--- src/rtl/ddr_b2_pkg.sv ---
package ddr_b2_pkg;
    localparam int LANE_W = 9;

    typedef enum logic [1:0] {
        CMD_NOP = 2'd0,
        CMD_RD  = 2'd1,
        CMD_WR  = 2'd2
    } cmd_e;
endpackage

--- src/rtl/b2_array.sv ---
module b2_array #(
    parameter int AW = 4,
    parameter int NL = 4
) (
    input  logic                           clk,
    input  logic [AW:0]                    rd_idx,
    output logic [NL*ddr_b2_pkg::LANE_W-1:0] rd_word,
    input  logic                           we,
    input  logic [AW-1:0]                  wr_adr,
    input  logic [NL*ddr_b2_pkg::LANE_W-1:0] wd0,
    input  logic [NL*ddr_b2_pkg::LANE_W-1:0] wd1,
    input  logic [NL-1:0]                  wb0,
    input  logic [NL-1:0]                  wb1
);
    localparam int LW = ddr_b2_pkg::LANE_W;
    localparam int DW = NL * LW;
    localparam int NW = 2 ** (AW + 1);

    logic [DW-1:0] mem [0:NW-1];
    logic [DW-1:0] old0, old1, m0, m1;

    assign rd_word = mem[rd_idx];
    assign old0    = mem[{wr_adr, 1'b0}];
    assign old1    = mem[{wr_adr, 1'b1}];

    for (genvar l = 0; l < NL; l++) begin : g_lane
        assign m0[l*LW +: LW] = wb0[l] ? wd0[l*LW +: LW] : old0[l*LW +: LW];
        assign m1[l*LW +: LW] = wb1[l] ? wd1[l*LW +: LW] : old1[l*LW +: LW];
    end

    always_ff @(posedge clk) begin
        if (we) begin
            mem[{wr_adr, 1'b0}] <= m0;
            mem[{wr_adr, 1'b1}] <= m1;
        end
    end
endmodule

--- src/rtl/b2_wpath.sv ---
module b2_wpath #(
    parameter int AW = 4,
    parameter int NL = 4
) (
    input  logic                 clk,
    input  logic                 rst_n,
    input  logic                 k_rise,
    input  ddr_b2_pkg::cmd_e     cmd,
    input  logic [AW-1:0]        addr,
    input  logic [NL-1:0]        bwe,
    input  logic [NL*9-1:0]      d_in,
    output logic                 cm_we,
    output logic [AW-1:0]        cm_adr,
    output logic [NL*9-1:0]      cm_d0,
    output logic [NL*9-1:0]      cm_d1,
    output logic [NL-1:0]        cm_b0,
    output logic [NL-1:0]        cm_b1,
    output logic                 pend
);
    import ddr_b2_pkg::*;
    localparam int DW = NL * LANE_W;

    typedef struct packed {
        logic          wcmd;
        logic [AW-1:0] wadr;
        logic          pend;
        logic [AW-1:0] padr;
        logic          beat1;
        logic [DW-1:0] buf0;
        logic [DW-1:0] buf1;
        logic [NL-1:0] be0;
        logic [NL-1:0] be1;
    } wst_t;

    wst_t st_d, st_q;

    always_comb begin
        st_d = st_q;
        if (k_rise) begin
            st_d.wcmd  = (cmd == CMD_WR);
            if (cmd == CMD_WR) st_d.wadr = addr;
            st_d.pend  = st_q.wcmd;
            st_d.beat1 = st_q.wcmd;
            if (st_q.wcmd) begin
                st_d.padr = st_q.wadr;
                st_d.buf0 = d_in;
                st_d.be0  = bwe;
            end
        end else begin
            st_d.beat1 = 1'b0;
            if (st_q.beat1) begin
                st_d.buf1 = d_in;
                st_d.be1  = bwe;
            end
        end
    end

    always_ff @(posedge clk) begin
        if (!rst_n) st_q <= '0;
        else        st_q <= st_d;
    end

    assign cm_we  = k_rise && st_q.pend;
    assign cm_adr = st_q.padr;
    assign cm_d0  = st_q.buf0;
    assign cm_d1  = st_q.buf1;
    assign cm_b0  = st_q.be0;
    assign cm_b1  = st_q.be1;
    assign pend   = st_q.pend;


    late_beat_fall_chk: assert property (@(posedge clk) disable iff (!rst_n)
        st_q.beat1 |-> !k_rise);


    no_stray_capture_chk: assert property (@(posedge clk) disable iff (!rst_n)
        (k_rise && !st_q.wcmd) |=> !st_q.pend);
endmodule

--- src/rtl/b2_rpath.sv ---
module b2_rpath #(
    parameter int AW = 4,
    parameter int NL = 4
) (
    input  logic                 clk,
    input  logic                 rst_n,
    input  logic                 k_rise,
    input  ddr_b2_pkg::cmd_e     cmd,
    input  logic [AW-1:0]        addr,
    input  logic                 sclk,
    input  logic                 pend,
    input  logic [AW-1:0]        padr,
    input  logic [NL*9-1:0]      pbuf,
    input  logic [NL-1:0]        pbe,
    output logic [AW:0]          rd_idx,
    input  logic [NL*9-1:0]      rd_word,
    output logic [NL*9-1:0]      q_out,
    output logic                 q_oe
);
    import ddr_b2_pkg::*;
    localparam int LW = LANE_W;
    localparam int DW = NL * LW;

    typedef struct packed {
        logic          rcmd;
        logic [AW-1:0] radr;
        logic          fb1;
        logic [AW-1:0] fadr;
        logic          fvld;
        logic [DW-1:0] fdat;
        logic          ovld;
        logic [DW-1:0] odat;
    } rst_t;

    rst_t st_d, st_q;
    logic          hit;
    logic [DW-1:0] merged;

    assign rd_idx = k_rise ? {st_q.radr, 1'b0} : {st_q.fadr, 1'b1};
    assign hit    = pend && (padr == st_q.radr);

    for (genvar l = 0; l < NL; l++) begin : g_merge
        assign merged[l*LW +: LW] = (hit && pbe[l]) ? pbuf[l*LW +: LW]
                                                    : rd_word[l*LW +: LW];
    end

    always_comb begin
        st_d      = st_q;
        st_d.ovld = st_q.fvld;
        st_d.odat = st_q.fdat;
        if (k_rise) begin
            st_d.rcmd = (cmd == CMD_RD);
            if (cmd == CMD_RD) st_d.radr = addr;
            st_d.fvld = st_q.rcmd;
            st_d.fb1  = st_q.rcmd;
            if (st_q.rcmd) begin
                st_d.fadr = st_q.radr;
                st_d.fdat = merged;
            end
        end else begin
            st_d.fvld = st_q.fb1;
            st_d.fb1  = 1'b0;
            if (st_q.fb1) st_d.fdat = rd_word;
        end
    end

    always_ff @(posedge clk) begin
        if (!rst_n) st_q <= '0;
        else        st_q <= st_d;
    end

    assign q_oe  = sclk ? st_q.fvld : st_q.ovld;
    assign q_out = q_oe ? (sclk ? st_q.fdat : st_q.odat) : '0;


    beat_pair_chk: assert property (@(posedge clk) disable iff (!rst_n)
        st_q.fb1 |=> st_q.fvld);


    fetch_slot_chk: assert property (@(posedge clk) disable iff (!rst_n)
        (k_rise && st_q.rcmd) |=> (st_q.fvld && st_q.fb1));


    late_drive_chk: assert property (@(posedge clk) disable iff (!rst_n)
        (!sclk && st_q.fvld) |=> q_oe);
endmodule

--- src/rtl/ddr_b2_sram.sv ---
module ddr_b2_sram #(
    parameter int AW = 4,
    parameter int NL = 4
) (
    input  logic               clk2x,
    input  logic               rst_n,
    input  logic               k_rise,
    input  logic               single_clk,
    input  logic               ld,
    input  logic               rw,
    input  logic [AW-1:0]      addr,
    input  logic [NL-1:0]      bwe,
    input  logic [NL*9-1:0]    d_in,
    output logic [NL*9-1:0]    q_out,
    output logic               q_oe
);
    import ddr_b2_pkg::*;
    localparam int DW = NL * LANE_W;

    cmd_e          cmd;
    logic          sclk_q;
    logic          cm_we, pend;
    logic [AW-1:0] cm_adr;
    logic [DW-1:0] cm_d0, cm_d1, rd_word;
    logic [NL-1:0] cm_b0, cm_b1;
    logic [AW:0]   rd_idx;

    always_comb begin
        cmd = CMD_NOP;
        if (k_rise && ld) cmd = rw ? CMD_RD : CMD_WR;
    end

    always_ff @(posedge clk2x) begin
        if (!rst_n) sclk_q <= single_clk;
    end

    b2_wpath #(.AW(AW), .NL(NL)) u_wpath (
        .clk(clk2x), .rst_n(rst_n), .k_rise(k_rise), .cmd(cmd), .addr(addr),
        .bwe(bwe), .d_in(d_in), .cm_we(cm_we), .cm_adr(cm_adr),
        .cm_d0(cm_d0), .cm_d1(cm_d1), .cm_b0(cm_b0), .cm_b1(cm_b1),
        .pend(pend)
    );

    b2_array #(.AW(AW), .NL(NL)) u_array (
        .clk(clk2x), .rd_idx(rd_idx), .rd_word(rd_word), .we(cm_we),
        .wr_adr(cm_adr), .wd0(cm_d0), .wd1(cm_d1), .wb0(cm_b0), .wb1(cm_b1)
    );

    b2_rpath #(.AW(AW), .NL(NL)) u_rpath (
        .clk(clk2x), .rst_n(rst_n), .k_rise(k_rise), .cmd(cmd), .addr(addr),
        .sclk(sclk_q), .pend(pend), .padr(cm_adr), .pbuf(cm_d0), .pbe(cm_b0),
        .rd_idx(rd_idx), .rd_word(rd_word), .q_out(q_out), .q_oe(q_oe)
    );


    mode_hold_chk: assert property (@(posedge clk2x) disable iff (!rst_n)
        rst_n |=> $stable(sclk_q));
endmodule

--- config.mk ---
export PLATFORM = sky130hd
export DESIGN_NAME = ddr_b2_sram
export DESIGN_NICKNAME = d
export VERILOG_FILES = /design/src/rtl/ddr_b2_pkg.sv /design/src/rtl/b2_array.sv /design/src/rtl/b2_wpath.sv /design/src/rtl/b2_rpath.sv /design/src/rtl/ddr_b2_sram.sv
export SDC_FILE = /design/constraint.sdc
export NUM_CORES = 2
export LEC_CHECK = 0
export CORE_ASPECT_RATIO = 0.8
export CORE_MARGIN = 2
export CORE_UTILIZATION = 60
export CTS_BUF_LIST = sky130_fd_sc_hd__clkbuf_4 sky130_fd_sc_hd__clkbuf_8 sky130_fd_sc_hd__clkbuf_16
export CTS_CLUSTER_SIZE = 14
export DETAILED_ROUTE_END_ITERATION = 7
export GPL_TIMING_DRIVEN = 0
export PLACE_DENSITY_LB_ADDON = 0.1
export SLEW_MARGIN = 20
export SYNTH_ARGS = -nofsm -noshare
export SYNTH_HDL_FRONTEND = slang
export SYNTH_SLANG_ARGS = --single-unit
export TNS_END_PERCENT = 5
--- constraint.sdc ---
create_clock -name clk2x -period 2.68 [get_ports clk2x]
set_input_delay 0.268 -clock clk2x [delete_from_list [all_inputs] [get_ports clk2x]]
set_output_delay 0.268 -clock clk2x [all_outputs]
set_load 0.005 [all_outputs]
==> results.md <==
- Status: finished, violations left
- Failing checks: setup timing
- Syn Std Cell Area: 0.05238 mm2
- Fraction of registers with async set/reset: 0%
- Worst Path Required: 3060 ps
- Worst-margin pin slew: 1261 ps
- Syn Nets: approximately 3400
- Place WS: -652.3 ps
- Die W: 334.3 um
- Worst r2r src: u_wpath.cm_adr[0]
- Tot Pwr: 42320 uW
- Vias: 34390
- Buffers on Ports: 85
- H-tree Lvls: 4
- Met3 WL post-DR: roughly 35000 um
- Fraction of final layout cells sized beyond drive strength 1: 16.49%
- Largest stage delay, worst path: 1020 ps
- # DRC: 0
- Area Growth Syn to Fin: 13.99%
- Final Skew: ~23 ps
- First-pass GRT wire length: 262900 um
- Max Used Layer: met5
- Crit path max-delay family: simple AND/OR/NAND/NOR gates
- CTS Root Buffer Type: clkbuf_16
- Worst EP arrival: between 3000 and 4000 ps
- Worst Path Buf+Inv: 1
- Final-report hold violation count: 0
- Largest net degree at the start of global routing: 19
- Worst-path fanout max: 9
- Crit path kind: flop to flop
- Yosys reg bits: 1328
- Met2 wire length: 80430 um
- Final WS setup: -368.7 ps
- Crit-path slowest cell: nor2_2
- RSZ-0062 raised after global routing: true
- Syn Area/Cell: 15.46 um2
- Final period utilization: 113.8%
- CTS tree: built
- Clock sinks: 1328
- M1 WL: 71650 um
- Multi-input logic area: 0.01339 mm2
- Hold Crit Start: d_in[8]
- Initial antenna violation count: 9
- Core ar.: 0.08612 mm2
- Congestion Overflow GR: 0
- Hold path depth: 3
- Time the worst path needs with I/O delays and setup: 3049 ps
- Worst path cell trace: buf_2 -> nor2b_1 -> nand3_1 -> nor2_2
- WHS Endpoint: u_wpath.cm_d0[8]
- Final ANT Viol Nets: 0
- Site row count: 96
- Ports: 87
- Clock slew at reported path FFs: 60 ps
- Peak supply drop: ~570 uV
- Starting Density: slightly above 60%
- Setup TNS: -117020 ps
- Hold slack: 92.97 ps
- Syn. warnings: 0
- Fin. max-slew vios: 0
- Lkg Pwr: 0.01844 uW
- CP Capture Type: flop
- HP Class: input port to flop
- Crit start category: flop
- Final WL: 200100 um
- Seq/Total Area, Yosys: 72.79%
- Max cap viols: 0
- Die Height: 268.3 um
- Power per cell area: approximately 710 mW/mm2
- Fmax achieved: 328.0 MHz
- Crit Reg-Reg Endpoint: u_array.mem[15][6]
- Clock Latency Late Sink: 770 ps
- Total GRT Usage: 44.60%
- Die area: about 0.090 mm2
- Yosys cell types: between 60 and 70
- Reg2reg path depth: 4
- R2R Setup Slk: -370 ps
- CTS buffer count: 130
- CTS max path bufs: 3
- DR WL/cell: a little over 40 um
- Filler cells: 5750
- Number of synthesized flops with an enable pin: 1153
- Iteration-0 DRC Markers: between 6000 and 7000
- Post-DP HPWL: roughly 130000 um
- FF/Latch Area: 0.03813 mm2
- CTS Hold Bufs: 0
- TritonRoute pass-1 iters: 6
- Final design utilization: 69.33%
- Synth Instances: 3389
- Vias in the first global route: 31560
- Vias/cell: 7.094
- Slew HR: roughly 16%
- Synth Flop Type: edfxtp_1
- RD Place Congestion: 1.038
- Nets: 3662
- Setup violations, final: 788
==> cells by family (layout without fill, tap and decap cells) <==
logic type | count (synthesis) | after routing | synth area share [%]
buf+inv | 216 | 544 | 2.685
other cells | 0 | 3 | 0
xor+xnor | 4 | 4 | 0.06688
simple gates | 699 | 699 | 6.273
compound gates | 579 | 579 | 7.190
flops | 1328 | 1328 | 72.79
mux | 563 | 563 | 11.00
==> per-layer routing <==
metal  vias up  track usage, %
met4        18           24.47
met3       627           21.66
met2      3149           60.37
li1      13480               -
met5         -          0.2660
met1     17110           59.04
==> worst register-to-register path, cell delays in order (launching register included) <==
cell     delay (ps)
dfxtp_1         310
buf_2           230
nor2b_1         280
nand3_1         830
nor2_2         1030
==> cell type report <==
cell class	count	area share [%]
well taps	1127	2.362
diodes	3	0.01257
clock buffers	183	6.366
plain buffers	210	2.584
inverters	4	0.02515
repair buffers	93	1.511
multi-input cells	1845	22.42
flip-flops and latches	1328	63.86
clock inverters	54	0.8592
==> flip-flops by register name, summed over array words and instances, names as in the netlist <==
| register | cells |
|---|---|
| sclk_q | 1 |
| u_array.mem | 1152 |
| u_rpath.st_d | 37 |
| u_rpath.st_q | 47 |
| u_wpath.cm_adr | 4 |
| u_wpath.cm_b0 | 4 |
| u_wpath.cm_b1 | 4 |
| u_wpath.cm_d0 | 36 |
| u_wpath.cm_d1 | 36 |
| u_wpath.pend | 1 |
| u_wpath.st_q | 6 |
==> layout by cell type, fill, tap and decap left out, types with 25 or more instances in the layout <==
| cell type | n |
|---|---|
| edfxtp_1 | 1153 |
| mux2i_1 | 515 |
| nand2_1 | 250 |
| a21oi_1 | 180 |
| dfxtp_1 | 173 |
| clkbuf_16 | 137 |
| nor2_2 | 108 |
| a22oi_1 | 102 |
| nor2_1 | 85 |
| a211oi_1 | 80 |
| nor2b_1 | 74 |
| o22ai_1 | 70 |
| buf_4 | 62 |
| clkdlybuf4s50_1 | 57 |
| buf_2 | 56 |
| clkbuf_4 | 42 |
| and2_1 | 40 |
| o21ai_0 | 38 |
| buf_6 | 35 |
| mux2_2 | 35 |
| clkbuf_1 | 33 |
| nand3_1 | 25 |
| nor2_4 | 25 |
| nand4_1 | 25 |
| o21ai_1 | 25 |
==> stage by stage <==
step                      instances  instance area [um2]
after CTS                      4844                59420
after global placement         4601                54640
after detailed placement       4602                54750
after global routing           4844                59700
final                          4847                59710
after floorplan                3389                52380
==> repair_timing <==
action,in CTS,in global routing
buffers inserted,7,0
gates resized for setup,136,77
pin swaps,2,2
endpoints found under the setup margin,799,856
==> synthesized netlist by cell type, types with 10 or more instances <==
library cell | n | area share, %
nor4_1 | 10 | 0.12
clkbuf_1 | 51 | 0.37
o22ai_1 | 71 | 0.85
buf_4 | 45 | 0.64
buf_2 | 71 | 0.68
a21oi_1 | 181 | 1.7
mux2i_1 | 521 | 10
a211oi_1 | 80 | 1.1
nor2_1 | 213 | 1.5
buf_6 | 32 | 0.69
dfxtp_1 | 175 | 6.7
o311a_1 | 14 | 0.27
nand4_1 | 25 | 0.30
edfxtp_1 | 1153 | 66
o21ai_1 | 25 | 0.24
a22o_1 | 11 | 0.18
nor2b_1 | 74 | 0.88
nand2_1 | 250 | 1.8
nand3_1 | 25 | 0.24
o21ai_0 | 38 | 0.36
and2_1 | 40 | 0.48
mux2_2 | 35 | 0.75
a221oi_1 | 16 | 0.27
nor3_1 | 19 | 0.18
a22oi_1 | 102 | 1.5
==> worst max-delay path by stage <==
| stage | from | endpoint | slack (ps) | cells past startpoint |
|---|---|---|---|---|
| floorplan | k_rise | u_array.mem[30][0] | 660 | 7 |
| global placement | sclk_q | q_out[23] | -910 | 5 |
| detailed placement | u_rpath.st_q[76] | u_rpath.st_d[2] | -650 | 7 |
| CTS | u_wpath.cm_adr[2] | u_array.mem[26][30] | -240 | 4 |
| global route | u_wpath.cm_adr[0] | u_array.mem[15][6] | -330 | 4 |
| finish | u_wpath.cm_adr[0] | u_array.mem[15][6] | -370 | 4 |
==> power breakdown <==
group / switching, uW / internal (uW)
clock: 7930 / 10600
sequential: 110 / 22200
combinational: 983 / 414
No activity file was read; power rests on OpenSTA's default activity.
